==> config.mk <==
export PLATFORM = sky130hd
export DESIGN_NAME = chroma_luma_formatter
export DESIGN_NICKNAME = d
export VERILOG_FILES = /design/src/rtl/ycf_pkg.sv /design/src/rtl/ycf_slot_ctr.sv /design/src/rtl/ycf_kill_det.sv /design/src/rtl/ycf_chroma_route.sv /design/src/rtl/chroma_luma_formatter.sv
export SDC_FILE = /design/constraint.sdc
export NUM_CORES = 1
export LEC_CHECK = 0
export BUFFER_PORTS_ARGS = -buffer_cell sky130_fd_sc_hd__buf_2
export CAP_MARGIN = 20
export CORE_MARGIN = 5
export CORE_UTILIZATION = 50
export DETAILED_ROUTE_END_ITERATION = 12
export PLACE_DENSITY = 0.92
export SYNTH_ARGS = -nofsm -noshare
export SYNTH_HDL_FRONTEND = slang
export SYNTH_SLANG_ARGS = --single-unit
==> constraint.sdc <==
create_clock -name clk -period 3.9 [get_ports clk]
set_clock_uncertainty 0.1 [all_clocks]
set_input_delay 0.195 -clock clk [delete_from_list [all_inputs] [get_ports clk]]
set_output_delay 0.195 -clock clk [all_outputs]
set_load 0.05 [all_outputs]
==> src/rtl/ycf_pkg.sv <==
package ycf_pkg;
    localparam int PIX_W  = 8;
    localparam int SLOT_W = 2;

    typedef logic [PIX_W-1:0] pix_t;

    localparam pix_t Y_MIN = pix_t'(16);
    localparam pix_t Y_MAX = pix_t'(235);
    localparam pix_t C_MIN = pix_t'(16);
    localparam pix_t C_MAX = pix_t'(240);
    localparam pix_t C_MID = pix_t'(1 << (PIX_W - 1));
    localparam int   C_SPAN = 112;
    localparam pix_t CODE_LO = '0;
    localparam pix_t CODE_HI = '1;

    typedef enum logic [SLOT_W-1:0] {
        SLOT_A = 2'd0,
        SLOT_B = 2'd1,
        SLOT_C = 2'd2,
        SLOT_D = 2'd3
    } slot_e;

    typedef struct packed {
        pix_t cb;
        pix_t cr;
    } chroma_pair_t;

    function automatic pix_t clamp_luma(input pix_t raw);
        if (raw < Y_MIN) return Y_MIN;
        if (raw > Y_MAX) return Y_MAX;
        return raw;
    endfunction

    function automatic pix_t clamp_chroma(input pix_t raw, input logic twos);
        int sv;
        if (!twos) begin
            if (raw < C_MIN) return C_MIN;
            if (raw > C_MAX) return C_MAX;
            return raw;
        end
        sv = int'($signed(raw));
        if (sv < -C_SPAN) return C_MIN;
        if (sv > C_SPAN)  return C_MAX;
        return pix_t'(sv + int'(C_MID));
    endfunction

    function automatic logic is_stuck(input pix_t raw);
        return (raw == CODE_LO) || (raw == CODE_HI);
    endfunction
endpackage

==> src/rtl/ycf_slot_ctr.sv <==
module ycf_slot_ctr
    import ycf_pkg::*;
(
    input  logic  clk,
    input  logic  rst,
    input  logic  line_start,
    output slot_e slot_now,
    output logic  seen_q
);
    logic [SLOT_W-1:0] cnt_q;

    assign slot_now = line_start ? SLOT_A : slot_e'(cnt_q);

    always_ff @(posedge clk) begin
        if (rst) begin
            cnt_q  <= '0;
            seen_q <= 1'b0;
        end else begin
            cnt_q  <= SLOT_W'(slot_now) + SLOT_W'(1);
            seen_q <= seen_q | line_start;
        end
    end
endmodule

==> src/rtl/ycf_kill_det.sv <==
module ycf_kill_det
    import ycf_pkg::*;
(
    input  logic clk,
    input  logic rst,
    input  pix_t chroma_in,
    input  logic kill_force,
    output logic kill_now
);
    logic stuck_now;
    logic stuck_q;

    assign stuck_now = is_stuck(chroma_in);
    assign kill_now  = kill_force | (stuck_now & stuck_q);

    always_ff @(posedge clk) begin
        if (rst) stuck_q <= 1'b0;
        else     stuck_q <= stuck_now;
    end
endmodule

==> src/rtl/ycf_chroma_route.sv <==
module ycf_chroma_route
    import ycf_pkg::*;
(
    input  logic         clk,
    input  logic         rst,
    input  slot_e        slot_now,
    input  logic         fmt_411,
    input  logic         first_is_cb,
    input  pix_t         chroma_val,
    input  logic         kill_now,
    output chroma_pair_t pair_q
);
    logic data_slot;
    logic second_slot;
    logic [1:0] take;   // [0] = Cb, [1] = Cr
    pix_t comp_q [2];

    always_comb begin
        if (fmt_411) begin
            data_slot   = (slot_now == SLOT_A) || (slot_now == SLOT_B);
            second_slot = (slot_now == SLOT_B);
        end else begin
            data_slot   = 1'b1;
            second_slot = (slot_now == SLOT_B) || (slot_now == SLOT_D);
        end
        take[0] = data_slot & (first_is_cb ^ second_slot);
        take[1] = data_slot & ~(first_is_cb ^ second_slot);
    end

    for (genvar g = 0; g < 2; g++) begin : g_comp
        always_ff @(posedge clk) begin
            if (rst || kill_now) comp_q[g] <= C_MID;
            else if (take[g])    comp_q[g] <= chroma_val;
        end
    end

    assign pair_q.cb = comp_q[0];
    assign pair_q.cr = comp_q[1];
endmodule

==> src/rtl/chroma_luma_formatter.sv <==
module chroma_luma_formatter
    import ycf_pkg::*;
(
    input  logic       clk,
    input  logic       rst,
    input  logic [7:0] luma_in,
    input  logic [7:0] chroma_in,
    input  logic       order_pin,
    input  logic       order_invert,
    input  logic       fmt_411,
    input  logic       chroma_twos,
    input  logic       line_start,
    input  logic       kill_force,
    output logic [7:0] out_y,
    output logic [7:0] out_cb,
    output logic [7:0] out_cr,
    output logic       out_valid
);
    slot_e        slot_now;
    logic         seen_q;
    logic         kill_now;
    chroma_pair_t pair_q;
    pix_t         y_q;
    logic         valid_q;

    ycf_slot_ctr u_slot (
        .clk        (clk),
        .rst        (rst),
        .line_start (line_start),
        .slot_now   (slot_now),
        .seen_q     (seen_q)
    );

    ycf_kill_det u_kill (
        .clk        (clk),
        .rst        (rst),
        .chroma_in  (chroma_in),
        .kill_force (kill_force),
        .kill_now   (kill_now)
    );

    ycf_chroma_route u_route (
        .clk         (clk),
        .rst         (rst),
        .slot_now    (slot_now),
        .fmt_411     (fmt_411),
        .first_is_cb (order_pin ^ order_invert),
        .chroma_val  (clamp_chroma(chroma_in, chroma_twos)),
        .kill_now    (kill_now),
        .pair_q      (pair_q)
    );

    always_ff @(posedge clk) begin
        if (rst) begin
            y_q     <= Y_MIN;
            valid_q <= 1'b0;
        end else begin
            y_q     <= clamp_luma(luma_in);
            valid_q <= seen_q | line_start;
        end
    end

    assign out_y     = y_q;
    assign out_cb    = pair_q.cb;
    assign out_cr    = pair_q.cr;
    assign out_valid = valid_q;
endmodule

Yosys cells after proc, flatten, opt, wreduce, memory -nomap -nowiden
Memory sizes are Yosys's and may differ from the RTL's.
Index checks and enable logic that the tools add are counted.
{"block": "totals", "register_bits": 12, "ramBits": 16, "in_bits": 24, "output_inout_bits": 25, "wordCells": 74, "mem_count": 1}
{"block": "classes", "n_addsub": 2, "order_cmp": 6, "eq_ne": 3, "n_mux": 42, "n_bitwise": 10, "n_reduce_logical": 6}
{"name": "u_route.comp_q", "depth": 2, "word_bits": 8, "rd": 2, "rd_clocked_by_memory_dff": 0, "wr": 2, "line": "ycf_chroma_route.sv:16", "rtl": "pix_t comp_q [2];"}
{"op": "$mux W8", "n": 16}
{"op": "$mux W1", "n": 25}
{"op": "$gt A8 B8 Y1 const B", "n": 3}
{"op": "$lt A8 B5 Y1 const B", "n": 2}
{"op": "$add A8 B8 Y8 const B", "n": 1}
{"op": "$eq A8 B8 Y1 const B", "n": 1}
{"op": "$logic_not A8 Y1", "n": 1}
{"op": "$lt A8 B8 Y1 const B", "n": 1}
{"op": "$logic_or A1 B1 Y1", "n": 4}
{"op": "$or A1 B1 Y1", "n": 4}
{"op": "$and A1 B1 Y1", "n": 3}
{"op": "$add A2 B1 Y2 const B", "n": 1}
{"op": "$eq A2 B1 Y1 const B", "n": 1}
{"op": "$eq A2 B2 Y1 const B", "n": 1}
{"op": "$logic_not A2 Y1", "n": 1}
{"op": "$mux W2", "n": 1}
{"op": "$xor A1 B1 Y1", "n": 2}
{"op": "$not A1 Y1", "n": 1}

Logic depth before layout (Yosys ltp)
{"block": "logic_depth", "ltp_word": 14, "ltp_mapped": 8, "ltp_nobuf": 7}

Modules after synthesis
From an unflattened synthesis, not the netlist that was laid out.
{"block": "unflattened", "cells_unflattened": 99, "hier_area_um2": 1214.9}
{"module": "ycf_chroma_route", "instances": 1, "cells_per_inst": 40, "area_per_inst_um2": 659.4, "seq_area_each_um2": 480.5}
{"module": "chroma_luma_formatter", "instances": 1, "cells_per_inst": 40, "area_per_inst_um2": 380.4, "seq_area_each_um2": 180.2}
{"module": "ycf_slot_ctr", "instances": 1, "cells_per_inst": 10, "area_per_inst_um2": 102.6, "seq_area_each_um2": 60.1}
{"module": "ycf_kill_det", "instances": 1, "cells_per_inst": 9, "area_per_inst_um2": 72.6, "seq_area_each_um2": 20.0}

Least setup slack after synthesis
No wires, ideal clock.
{"block": "synth_path", "kind": "reg2reg", "start": "reg u_slot.cnt_q[1]", "end": "mem u_route.comp_q[1][7] (netlist bit), data pin", "setup_ns": 0.272, "arrival_ns": 1.777, "required_ns": 3.528, "slack_ns": 1.751, "path_stages_with_launch": 8, "path_buffers": 0, "synth_period_minus_slack_ns": 2.149, "cell_sequence": "dfxtp_1 -> nor2b_1 -> inv_1 -> ha_1 -> xor3_1 -> o21ai_0 -> o21ai_2 -> or4_1"}
{"element": "start, declared", "line": "ycf_slot_ctr.sv:10", "rtl": "logic [SLOT_W-1:0] cnt_q;"}
{"element": "start signal, assigned", "line": "ycf_slot_ctr.sv:19", "rtl": "cnt_q <= SLOT_W'(slot_now) + SLOT_W'(1);"}
{"element": "end, declared", "line": "ycf_chroma_route.sv:16"}

==> out/metrics.cfg <==
[die]
die_w_um = 59.02
core_mm2 = 0.002255
std_cell_rows = 17
pin_count = 49
dieArea_mm2 = 0.003483
start_util = 0.5327
die_h_um = 59.02

[critical_path]
start_kind = flip-flop
worstReg2RegStart = u_slot.cnt_q[1]$_SDFF_PP0_
end_kind = flip-flop
cp_max_fo = 9
required_ns = 3.78
cp_data_arrival_time_ns = 2.24
critPathKind = flip-flop to flip-flop
worstReg2RegEnd = u_route.comp_q[0][4]$_SDFFCE_PN0P_
r2r_slack_ns = 1.54
ff2ff_path_depth = 7

[logic_synthesis]
synth.distinct_cells = 30
syn-num-nets = 128
ys_ff_latch = 28
synth_top_area_cell = edfxtp_1
synth_cells = 103
synth.top_cell.area_share = 0.4000
ys_seq_area_frac = 0.6000
synth_warnings = 0
syn_area_mm2 = 0.001201
synth_area_per_cell_um2 = 11.66
ys_top_cells_by_area = edfxtp_1 40%, dfxtp_1 20%, nor4b_1 5.8%, nor2_1 3.4%, nor4_1 3.1%

[power_and_ir_drop]
power.total_mw = 0.6371
clkPwrFrac = 0.212
power_switching_mw = 0.2017
p_int_mw = 0.4354
ir_worst_vdd_mv = 0.2934
p_seq_frac = 0.533
switching_share = 0.3166
pwr-share-comb = 0.255
total_leakage_power_nw = 0.6717
power-per-cell-area_mw_per_mm2 = 420.8

[clock_network]
clkTransAtPathRegs_ns = 0.14
cts_max_level = 1
post_cts_resized = 0
clock_sinks = 28
clk_latency_ns = 0.31
cts_made_buffers = 3
clockRootBuffer = clkbuf_4
cts_tree = yes
cts.path.max_buffers = 2

[final_layout]
final_area_mm2 = 0.001514
regArea_um2 = 720.7
layout-drive-gt1-share = 0.3660
fin_nets = 179
multi_input_comb_area_um2 = 436.7
instances_no_fill = 181
diodes = 0
fillers = 185
syn_to_final_growth_pct = 26.04

[routing]
drt_iter0_markers = 20
wl_per_cell_um = 14.02
vias = 985
totalWireLength_um = 2537
ant_nets = 0
vias_per_cell = 5.442
drtPass1Iterations = 4
drc_errors = 0

[hold_path]
min_path_cells = 3
hold_path.class = input port to flip-flop
hold_path_end = u_slot.seen_q$_SDFF_PP0_
min_from = line_start

[timing]
rsz0062_at_grt = false
setup_viol_count_final = 0
report.final.slew_viol_count = 0
hold_ws_ns = 0.01587
tns_ns = 0
max_freq_mhz = 423.5
tightest_slew_ns = 0.6072
fin_crit_sh = 0.6055
timing.final.crit_period_ns = 2.361
hold_viol = 0
slew_headroom = 0.5934

[place]
port_buffers = 48
gp_congestion = 0.8084
post-dp-hpwl_um = 1998
dpl.cell_count = 174
place_area_mm2 = 0.001448

[global_route]
grt_pass1_vias = 966
grt_usage = 0.1542
grt_pass1_wl_um = 4119
antenna_found_initial = 0
grt_max_degree = 19
gr-total-overflow = 0

[job]
maxCapViolations = 0

[run_status]
status = complete, no violations

-- Yosys cell counts --
| cell type | instances |
|---|---|
| or2_2 | 2 |
| or4_4 | 1 |
| nand2_1 | 4 |
| a21oi_1 | 4 |
| o21ai_2 | 1 |
| xnor2_1 | 2 |
| and3b_1 | 1 |
| nor4_1 | 6 |
| and2b_1 | 1 |
| xor2_1 | 1 |
| nor4b_1 | 8 |
| o21a_1 | 5 |
| xor3_1 | 1 |
| o211ai_1 | 1 |
| dfxtp_1 | 12 |
| inv_1 | 4 |
| edfxtp_1 | 16 |
| and3_1 | 1 |
| nor2_1 | 11 |
| nor2b_1 | 4 |
| buf_2 | 2 |
| nor3b_1 | 1 |
| nand3_1 | 3 |
| or4_1 | 1 |
| buf_6 | 1 |
| ha_1 | 1 |
| clkbuf_1 | 2 |
| nand3b_1 | 2 |
| o21ai_0 | 1 |
| nor3_1 | 3 |
-- critical path, stage by stage, from the launching register on --
cell,delay (ns)
dfxtp_1,0.33
nor2b_1,0.17
inv_1,0.07
ha_1,0.19
xor3_1,0.39
nand3_1,0.10
o21a_1,0.32
nand3b_1,0.36
-- per-layer routing --
layer | up-vias | wire length (um) | track usage
li1 | 475 | - | -
met3 | 4 | 337 | 0.05664
met1 | 454 | 831 | 0.1542
met4 | 0 | 38 | 0.05825
met5 | - | 0 | 0
met2 | 52 | 1330 | 0.2871
-- how the worst max path moves through the flow --
stage,cells after the start,endpoint,slack [ns],startpoint
2_1_floorplan,7,u_route.comp_q[1][7]$_SDFFCE_PN1P_,1.75,u_slot.cnt_q[1]$_SDFF_PP0_
3_3_place_gp,7,u_route.comp_q[1][7]$_SDFFCE_PN1P_,1.61,line_start
3_5_place_dp,7,u_route.comp_q[0][4]$_SDFFCE_PN0P_,1.51,line_start
4_1_cts,7,u_route.comp_q[0][6]$_SDFFCE_PN0P_,1.54,u_slot.cnt_q[1]$_SDFF_PP0_
5_1_grt,7,u_route.comp_q[0][4]$_SDFFCE_PN0P_,1.33,u_slot.cnt_q[1]$_SDFF_PP0_
6_report,7,u_route.comp_q[0][4]$_SDFFCE_PN0P_,1.54,u_slot.cnt_q[1]$_SDFF_PP0_
-- power by group through the flow --
stage               Clock (mW)  Sequential [mW]  Combinational, mW
finish                   0.135            0.340              0.162
global route             0.148            0.342              0.172
CTS                      0.137            0.340              0.162
detailed placement           0            0.347              0.160
global placement             0            0.345              0.156
floorplan                    0            0.420             0.0460
-- per-stage QoR --
step	util	setup WS [ns]
floorplan	-	1.751
global placement	0.6421	1.614
detailed placement	0.6421	1.511
CTS	0.6715	1.541
global route	0.6715	1.330
finish	0.6715	1.539
-- cell type report --
cell class                      instances  area share
Inverter                                4    0.009917
Tap cell                               28     0.02314
Sequential cell                        28      0.4760
Multi-Input combinational cell         66      0.2884
Clock buffer                            4     0.02397
Timing Repair Buffer                   51      0.1785
-- state kept, by name (all words and copies together) (netlist names) --
name	flops
u_slot.cnt_q	2
u_kill.stuck_q	1
out_y	8
u_slot.seen_q	1
u_route.comp_q	16
-- kinds of logic (layout without fill, tap and decap cells) --
kind of cell | count (synthesis) | after routing | share of synthesized area
xor gates and xnor gates | 4 | 4 | 0.04167
adders and majority gates | 1 | 1 | 0.01042
AOI/OAI and AO/OA | 12 | 12 | 0.06563
buffers and inverters | 9 | 59 | 0.03646
and+or+nand+nor | 49 | 49 | 0.2458
DFF | 28 | 28 | 0.6000
-- cells in the final DEF, fill, tap and decap left out, types with 2 or more instances in the layout --
cell type	netlist	layout
a21oi_1	4	4
buf_2	2	48
clkbuf_4	0	3
dfxtp_1	12	12
dlygate4sd3_1	0	3
edfxtp_1	16	16
inv_1	4	4
nand2_1	4	4
nand3_1	3	3
nand3b_1	2	2
nor2_1	11	11
nor2b_1	4	4
nor3_1	3	3
nor4_1	6	6
nor4b_1	8	8
o21a_1	5	5
or2_2	2	2
xnor2_1	2	2
-- timing repair --
item                                   4_1_cts  5_1_grt
setup buffers                                0        0
hold buffers                                 3        0
endpoints found under the hold margin        3        0
Note: power is estimated with default switching activity, not from simulation.
